--- src/rtl/eeslv_pkg.sv ---
package eeslv_pkg;
  localparam int BYTE_W = 8;
  localparam int DEV_W  = 7;

  typedef enum logic [2:0] {
    ST_IDLE,
    ST_ADDR,
    ST_ACK,
    ST_WADR,
    ST_WDAT,
    ST_RDAT,
    ST_RACK
  } st_e;

  localparam logic [1:0] MW_5 = 2'd0;
  localparam logic [1:0] MW_6 = 2'd1;
endpackage

--- src/rtl/eeslv_bus_events.sv ---
module eeslv_bus_events (
  input  logic clk,
  input  logic rst_n,
  input  logic scl_i,
  input  logic sda_i,
  output logic ev_start,
  output logic ev_stop,
  output logic ev_rise,
  output logic ev_fall
);
  logic scl_q, sda_q;

  always_ff @(posedge clk or negedge rst_n) begin
    if (!rst_n) begin
      scl_q <= 1'b1;
      sda_q <= 1'b1;
    end else begin
      scl_q <= scl_i;
      sda_q <= sda_i;
    end
  end

  // SDA may only move with SCL high for start/stop conditions
  assign ev_start = scl_q & scl_i & sda_q & ~sda_i;
  assign ev_stop  = scl_q & scl_i & ~sda_q & sda_i;
  assign ev_rise  = ~scl_q & scl_i;
  assign ev_fall  = scl_q & ~scl_i;
endmodule

--- src/rtl/eeslv_addr_match.sv ---
module eeslv_addr_match
  import eeslv_pkg::*;
(
  input  logic [DEV_W-1:0] own_addr,
  input  logic [DEV_W-1:0] rx_addr,
  input  logic [1:0]       match_w,
  output logic             hit
);
  logic [DEV_W-1:0] mask;

  always_comb begin
    unique case (match_w)
      MW_5:    mask = {{(DEV_W-2){1'b1}}, 2'b00};
      MW_6:    mask = {{(DEV_W-1){1'b1}}, 1'b0};
      default: mask = {DEV_W{1'b1}};
    endcase
  end

  assign hit = ((own_addr ^ rx_addr) & mask) == '0;
endmodule

--- src/rtl/eeslv_ptr.sv ---
module eeslv_ptr #(
  parameter int AW = 8
) (
  input  logic          clk,
  input  logic          rst_n,
  input  logic          load,
  input  logic [AW-1:0] load_val,
  input  logic          inc,
  input  logic          half_only,
  output logic [AW-1:0] addr
);
  logic [AW-1:0] ptr_q, ptr_n, inc_v;

  function automatic logic [AW-1:0] fold(input logic [AW-1:0] v, input logic h);
    fold = h ? {1'b0, v[AW-2:0]} : v;
  endfunction

  assign inc_v = ptr_q + 1'b1;

  always_comb begin
    ptr_n = ptr_q;
    if (load)
      ptr_n = fold(load_val, half_only);
    else if (inc)
      ptr_n = fold(inc_v, half_only);
  end

  always_ff @(posedge clk or negedge rst_n) begin
    if (!rst_n)
      ptr_q <= '0;
    else if (load || inc)
      ptr_q <= ptr_n;
  end

  assign addr = fold(ptr_q, half_only);
endmodule

--- src/rtl/eeslv_top.sv ---
module eeslv_top
  import eeslv_pkg::*;
#(
  parameter int AW = 8
) (
  input  logic              clk,
  input  logic              rst_n,
  input  logic              scl_i,
  input  logic              sda_i,
  input  logic              en,
  input  logic [DEV_W-1:0]  own_addr,
  input  logic [1:0]        match_w,
  input  logic              wr_lo_en,
  input  logic              wr_hi_en,
  input  logic              lower_only,
  input  logic [BYTE_W-1:0] ram_rdata,
  output logic [AW-1:0]     ram_addr,
  output logic [BYTE_W-1:0] ram_wdata,
  output logic              ram_we,
  output logic              ram_re,
  output logic              sda_pd
);
  localparam int CW = $clog2(BYTE_W + 1);
  localparam logic [CW-1:0] CNT_FULL = CW'(BYTE_W);
  localparam logic [CW-1:0] CNT_LAST = CW'(BYTE_W - 1);

  st_e               st_q, st_n, ackto_q, ackto_n;
  logic [CW-1:0]     cnt_q, cnt_n;
  logic [BYTE_W-1:0] rx_q, rx_n, tx_q, tx_n;
  logic              aok_q, aok_n;
  logic              rdreq_q, rdreq_n;
  logic              ldp_q;
  logic              ev_start, ev_stop, ev_rise, ev_fall;
  logic              hit, p_load, p_inc, we_c, wr_ok;

  eeslv_bus_events u_ev (
    .clk     (clk),
    .rst_n   (rst_n),
    .scl_i   (scl_i),
    .sda_i   (sda_i),
    .ev_start(ev_start),
    .ev_stop (ev_stop),
    .ev_rise (ev_rise),
    .ev_fall (ev_fall)
  );

  eeslv_addr_match u_match (
    .own_addr(own_addr),
    .rx_addr (rx_q[BYTE_W-1:1]),
    .match_w (match_w),
    .hit     (hit)
  );

  eeslv_ptr #(.AW(AW)) u_ptr (
    .clk      (clk),
    .rst_n    (rst_n),
    .load     (p_load),
    .load_val (rx_q[AW-1:0]),
    .inc      (p_inc),
    .half_only(lower_only),
    .addr     (ram_addr)
  );

  assign wr_ok = ram_addr[AW-1] ? wr_hi_en : wr_lo_en;

  // next-state logic
  always_comb begin
    st_n    = st_q;
    ackto_n = ackto_q;
    cnt_n   = cnt_q;
    rx_n    = rx_q;
    tx_n    = ldp_q ? ram_rdata : tx_q;
    aok_n   = aok_q;
    rdreq_n = 1'b0;
    p_load  = 1'b0;
    p_inc   = 1'b0;
    we_c    = 1'b0;
    if (!en) begin
      st_n  = ST_IDLE;
      cnt_n = '0;
    end else if (ev_start) begin
      st_n  = ST_ADDR;
      cnt_n = '0;
    end else if (ev_stop) begin
      st_n  = ST_IDLE;
    end else begin
      unique case (st_q)
        ST_ADDR, ST_WADR, ST_WDAT: begin
          if (ev_rise && cnt_q != CNT_FULL) begin
            rx_n  = {rx_q[BYTE_W-2:0], sda_i};
            cnt_n = cnt_q + 1'b1;
          end
          if (ev_fall && cnt_q == CNT_FULL) begin
            cnt_n = '0;
            if (st_q == ST_ADDR) begin
              if (hit) begin
                st_n    = ST_ACK;
                ackto_n = rx_q[0] ? ST_RDAT : ST_WADR;
                rdreq_n = rx_q[0];
              end else begin
                st_n = ST_IDLE;
              end
            end else if (st_q == ST_WADR) begin
              p_load  = 1'b1;
              st_n    = ST_ACK;
              ackto_n = ST_WDAT;
            end else begin
              we_c    = wr_ok;
              p_inc   = 1'b1;
              st_n    = ST_ACK;
              ackto_n = ST_WDAT;
            end
          end
        end
        ST_ACK: begin
          if (ev_fall) begin
            st_n  = ackto_q;
            cnt_n = '0;
          end
        end
        ST_RDAT: begin
          if (ev_fall) begin
            if (cnt_q == CNT_LAST) begin
              st_n    = ST_RACK;
              cnt_n   = '0;
              p_inc   = 1'b1;
              rdreq_n = 1'b1;
            end else begin
              tx_n  = {tx_q[BYTE_W-2:0], 1'b0};
              cnt_n = cnt_q + 1'b1;
            end
          end
        end
        ST_RACK: begin
          if (ev_rise)
            aok_n = ~sda_i;
          if (ev_fall)
            st_n = aok_q ? ST_RDAT : ST_IDLE;
        end
        default: st_n = ST_IDLE;
      endcase
    end
  end

  // registers
  always_ff @(posedge clk or negedge rst_n) begin
    if (!rst_n) begin
      st_q    <= ST_IDLE;
      ackto_q <= ST_IDLE;
      cnt_q   <= '0;
      rx_q    <= '0;
      tx_q    <= '0;
      aok_q   <= 1'b0;
      rdreq_q <= 1'b0;
      ldp_q   <= 1'b0;
    end else begin
      st_q    <= st_n;
      ackto_q <= ackto_n;
      cnt_q   <= cnt_n;
      rx_q    <= rx_n;
      tx_q    <= tx_n;
      aok_q   <= aok_n;
      rdreq_q <= rdreq_n;
      ldp_q   <= rdreq_q;
    end
  end

  assign ram_wdata = rx_q;
  assign ram_we    = we_c;
  assign ram_re    = rdreq_q;
  assign sda_pd    = (st_q == ST_ACK) || (st_q == ST_RDAT && !tx_q[BYTE_W-1]);
endmodule

--- config.mk ---
export PLATFORM = sky130hd
export DESIGN_NAME = eeslv_top
export DESIGN_NICKNAME = d
export VERILOG_FILES = /design/src/rtl/eeslv_pkg.sv /design/src/rtl/eeslv_bus_events.sv /design/src/rtl/eeslv_addr_match.sv /design/src/rtl/eeslv_ptr.sv /design/src/rtl/eeslv_top.sv
export SDC_FILE = /design/constraint.sdc
export NUM_CORES = 1
export LEC_CHECK = 0
export BUFFER_PORTS_ARGS = -buffer_cell sky130_fd_sc_hd__buf_2
export CAP_MARGIN = 20
export CELL_PAD_IN_SITES_DETAIL_PLACEMENT = 0
export CELL_PAD_IN_SITES_GLOBAL_PLACEMENT = 1
export CORE_ASPECT_RATIO = 1.25
export CORE_MARGIN = 5
export CORE_UTILIZATION = 35
export CTS_BUF_LIST = sky130_fd_sc_hd__clkbuf_8 sky130_fd_sc_hd__clkbuf_16
export DETAILED_ROUTE_END_ITERATION = 8
export PLACE_DENSITY_LB_ADDON = 0.1
export SETUP_SLACK_MARGIN = 0.2
export SYNTH_ARGS = -nofsm -noshare
export SYNTH_HDL_FRONTEND = slang
export SYNTH_HIERARCHICAL = 1
export SYNTH_SLANG_ARGS = --single-unit
--- constraint.sdc ---
create_clock -name clk -period 2.47 [get_ports clk]
set_clock_uncertainty 0.2 [all_clocks]
set_input_delay 0.1235 -clock clk [delete_from_list [all_inputs] [get_ports clk]]
set_output_delay 0.1235 -clock clk [all_outputs]
set_load 0.01 [all_outputs]
**Word-level counts from Yosys, hierarchy flattened**

Cells that the tools add are included.

- Bits in latches: 0
- Memories: 0
- Bits in writable memories: 0
- ROM bits: 0
- Register bits after elaboration: 39
- Output and inout port bits: 19

- Add/sub/neg operators: 2
- Equal/unequal tests: 21
- Bitwise logic cells: 15
- Divide/modulo/power cells: 0
- Order comparisons: 0
- $mul: 0
- Multiplexer cells: 68
- Shifts and indexed selects: 0
- Reductions and logical operators: 16

Operators with widths:

| operator | count |
|---|---|
| 8-bit two-way mux | 12 |
| 3-bit two-way mux | 13 |
| 4-bit two-way mux | 8 |
| 5-bit != test, second input constant | 6 |
| 1-bit two-way mux | 29 |
| 5-bit AND reduction | 4 |
| 4-bit != test, second input constant | 3 |
| 3-bit case mux with 4 select lines | 1 |
| 4-bit case mux with 3 select lines | 1 |
| 3-bit == test, second input constant | 3 |
| 8-bit by 1-bit adder with 8-bit output, second input constant | 1 |
| 1-bit AND | 7 |
| 7-bit AND | 1 |
| 7-bit zero test | 1 |
| 7-bit bitwise XOR | 1 |
| 3-bit by 2-bit == test with 1-bit output, second input constant | 2 |
| 1-bit NOT | 6 |
| 6-bit AND reduction | 1 |
| 5-bit by 1-bit != test with 1-bit output, second input constant | 1 |
| 4-bit by 1-bit adder with 4-bit output, second input constant | 1 |
| 4-bit by 3-bit == test with 1-bit output, second input constant | 1 |
| 4-bit == test, second input constant | 1 |
| 1-bit case mux with 2 select lines | 2 |
| 2-bit case mux with 2 select lines | 1 |
| 12 further kinds | 15 |

**Depth between registers and ports, before layout**

- Depth in word-level cells: 11
- Depth in mapped cells: 9

**Modules after synthesis**

Netlist, hierarchy kept.

By module, submodules not included:

| module | cells an instance | seq. area each (um2) | times used | area each (um2) |
|---|---|---|---|---|
| eeslv_top | 171 | 725.7 | 1 | 1,746.7 |
| eeslv_ptr | 60 | 200.2 | 1 | 534.3 |
| eeslv_bus_events | 6 | 52.6 | 1 | 87.6 |
| eeslv_addr_match | 11 | 0.0 | 1 | 85.1 |

**Least setup slack after synthesis**

No wires, ideal clock.

- Kind: register to register
- Start: reg u_ev.sda_q
- End: reg u_ptr.ptr_q[7]
- Path slack: 0.069 ns
- Cell stages (with the launch flop): 9
- Data required time: 2.201 ns
- Data arrival time: 2.131 ns
- Library setup time: 0.069 ns
- Cell sequence: dfstp_2 -> and4b_1 -> nor3b_4 -> nand2_2 -> nor3_1 -> buf_6 -> or4b_1 -> nor3_2 -> nand3b_1

- Cells in the longest elaborated chain, start to end: 8
- Elaborated cells between the ends (all ways): 15

Ends and longest elaborated chain:

| what | RTL line | text |
|---|---|---|
| start, declared | eeslv_bus_events.sv:11 | `logic scl_q, sda_q;` |
| start signal, assigned | eeslv_bus_events.sv:19 | `sda_q <= sda_i;` |
| 1-bit NOT (*) | eeslv_bus_events.sv:25 | `assign ev_stop = scl_q & scl_i & ~sda_q & sda_i;` |
| 1-bit AND (*) (2 in series) | eeslv_bus_events.sv:25 |  |
| named net ev_stop | eeslv_top.sv:33 | `logic ev_start, ev_stop, ev_rise, ev_fall;` |
| 1-bit two-way mux (*) | eeslv_top.sv:84 | `end else if (ev_stop) begin` |
| 1-bit two-way mux (*) | eeslv_top.sv:81 | `end else if (ev_start) begin` |
| 1-bit two-way mux (*) | eeslv_top.sv:78 | `if (!en) begin` |
| named net p_inc | eeslv_top.sv:34 | `logic hit, p_load, p_inc, we_c, wr_ok;` |
| 2-bit nonzero test (no line) or 1-bit logical OR (tied branches) | -- |  |
| 2-bit AND reduction (no line) (*) | -- |  |
| end signal, assigned | eeslv_ptr.sv:32 | `ptr_q <= ptr_n;` |
| end, declared | eeslv_ptr.sv:12 | `logic [AW-1:0] ptr_q, ptr_n, inc_v;` |

Mark *: on every way through the listed nets, which the timed path passes. The rest lies on a longest branch.
A chain may end at the register's enable or synchronous reset.

**Worst setup path in the final report**

Same ends and word-level chain as after synthesis.

==> flow_summary.ini <==
[grt]
grt_pass1_vias = 2055
grt_pass1_wl_mm = 10.3
antenna_found_initial = 0
top_usage_layer = met2
met2_usage_pct = 23.8
grt_usage_pct = 14.3
grtUsageMet3_pct = 3.02
grt_max_degree = 40
grt_use_met1_pct = 18.3
overflow = 0

[power]
ir_worst_vdd_mv = 0.180
power.switching_uw = 289
swShare_pct = 22.0
combPwrFrac_pct = 7.7
internal_power_uw = 1020
p_leak_uw = 0.00150
sequentialPowerShare_pct = 49.5
p_per_area_nw_per_um2 = 410
clkPwrFrac_pct = 42.8

[critical_path]
rr_worst_depth = 7
startpoint_type = flop
arrival_ns = 2.26
worstPathMaxFanout = 3
worst_ep_required_time_ns = 2.50
critPathCaptureType = flop
criticalPathCategory = reg -> reg

[drt]
postRouteAntennaNets = 0
dr.pass1.iters = 4
drt_iter0_drc = 45
vias = 2080
drc_errors = 0
wl_mm = 6.10
vias_per_cell = 5.12
wl_per_cell_um = 15.0

[sta]
maxSlewViolCount = 0
period_share_pct = 90.4
finalSetupViolations = 0
rsz0062_at_grt = true
fin_crit_ns = 2.23
hold_viol = 0
final.setup.tns_ns = 0
slew_headroom_pct = 39.6
fmax_mhz = 448
tightest_slew_ns = 0.906
worst_slack_ns = 0.236

[final_layout]
final_common_cell = buf_2
final_cell_mix = 42 x buf_2, 37 x dfrtp_1, 17 x buf_4
drive_above_1_share_pct = 40.2
syn2layout_area_growth_pct = 30.4
antenna_cells = 0
final_nets = 343

[floorplanning]
core-area_um2 = 6890
die_h_um = 104
initial_core_util_pct = 35.6
dieArea_um2 = 8800
ioPinCount = 44
die_x_um = 84.9
fp-row-count = 34

[yosys]
synth_top_family_by_area = simple AND/OR/NAND/NOR gates
synth_seq_cells = 39
synthAdderAreaFrac_pct = 1.99
synth_mux_area_share_pct = 8.67
synthDistinctLibCells = 59
syn_area_per_cell_um2 = 9.89
syn_inst = 248
synth_compound_area_share_pct = 15.9
yosys.area_share.simple_pct = 22.4
yosysSeqAreaShare_pct = 39.9
synth-edff-count = 0
yosys_warnings = 6
ys.flop_type = dfrtp_1
synth-async-reset-ratio_pct = 100
syn_nets = 276
synthXorXnorAreaFrac_pct = 4.28
synth_area_um2 = 2450

[cts]
clkSlewWorstSetupHoldPaths_ns = 0.08
cts_made_buffers = 5
root_buffer = clkbuf_8
clock-sinks = 39
cts_max_path_buffers = 2
cts_tree = done
clock_latency_ns = 0.30
htree_levels = 2

[worst_hold_path]
hold_class = in -> reg
min_path_cells = 5

[status]
status = finished, final reports clean

[run]
drv_cap = 0

[place]
numPortBuffers = 43
gp_congestion = 0.732
place_ws_ns = 0.0926
dpl.hpwl_mm = 4.38
## registers in the layout (all words and copies together), names as in the netlist
signal / flops
u_ev/sda_q: 1
aok_q: 1
cnt_q: 4
u_ptr/ptr_q: 8
u_ev/scl_q: 1
st_q: 3
tx_q: 8
ram_wdata: 8
ram_re: 1
ldp_q: 1
ackto_q: 3
## power by group through the flow
stage                     Sequential, uW  Clock [uW]  Combinational (uW)
final                                649         562                 101
after global routing                 650         612                 112
after floorplan                      660           0                28.3
after detailed placement             661           0                76.3
after global placement               661           0                75.7
after CTS                            649         581                95.6
## what timing repair did
item,4_1_cts,5_1_grt
hold buffers,13,0
pin swaps,5,10
buffers inserted,5,4
endpoints found under the setup margin,5,29
cloned,0,1
hold endpoints to repair,56,0
resized for setup,7,23
## per-layer routing
metal | part of all wire (%) | wire (um)
met5 | 0 | 0
met4 | 1.8 | 107
met3 | 3.9 | 237
met2 | 50 | 3060
met1 | 44 | 2700
## cells in the mapped netlist, types with 4 or more instances
| cell | count | area (um^2) |
|---|---|---|
| buf_4 | 9 | 67.6 |
| nand2b_1 | 4 | 25.0 |
| nor2_1 | 17 | 63.8 |
| o21ai_0 | 14 | 70.1 |
| o211ai_1 | 5 | 37.5 |
| a21oi_2 | 7 | 61.3 |
| mux2_2 | 10 | 113 |
| a21oi_1 | 11 | 55.1 |
| nor2b_1 | 7 | 43.8 |
| xor2_1 | 11 | 96.3 |
| dfrtp_1 | 37 | 926 |
| buf_2 | 4 | 20.0 |
| nand2_1 | 13 | 48.8 |
| nand4_1 | 4 | 25.0 |
| mux2i_1 | 10 | 100 |
| inv_1 | 7 | 26.3 |
| nand3_1 | 11 | 55.1 |
## worst paths after layout
| kind | endpoint | start | slack (ns) |
|---|---|---|---|
| worst min register to register | ldp_q | ram_re | 0.18 |
| worst max-delay path | u_ptr/ptr_q[7] | u_ev/sda_q | 0.24 |
| max in group asynchronous | aok_q | rst_n | 1.22 |
| min in group asynchronous | st_q[0] | rst_n | 0.29 |
| worst min-delay path | ram_re | match_w[0] | 0.15 |
| worst max register to register | u_ptr/ptr_q[7] | u_ev/sda_q | 0.24 |
## stage by stage
stage	util [%]	area (um^2)	hold WS, ns	cells	power, uW
5_1_grt	46.4	3200	0.179	406	1380
4_1_cts	44.3	3050	0.139	401	1320
6_report	46.4	3200	0.145	406	1310
3_3_place_gp	39.9	2750	0.0594	375	737
2_1_floorplan	-	2470	-0.372	248	688
3_5_place_dp	39.9	2750	0.0616	375	738
## kinds of logic (layout without fill, tap and decap cells)
| logic type | after synthesis | count (layout) |
|---|---|---|
| AO/OA/AOI/OAI | 56 | 56 |
| XOR/XNOR | 12 | 12 |
| multiplexers | 20 | 20 |
| flip-flops | 39 | 39 |
| adder cells (fa/ha/maj) | 4 | 4 |
| buffers and inverters | 26 | 94 |
| AND/OR/NAND/NOR | 91 | 91 |
## worst max-delay path, cell delays in order, from the launching register on
cell      delay, ns
dfstp_2        0.53
and4b_2        0.26
nor3b_4        0.20
nand2_2        0.10
nor3_4         0.17
or4b_4         0.49
nor3_2         0.09
nand3b_1       0.11
## layout make-up
cell class | instances | area [um^2]
sequential | 39 | 978
tap | 90 | 113
clock inverter | 2 | 35.0
timing repair buffer | 78 | 553
multi-input combinational | 183 | 1410
fill | 707 | 3690
clock buffer | 6 | 82.6
inverter | 8 | 30.0
(Power assumes the default switching activity.)
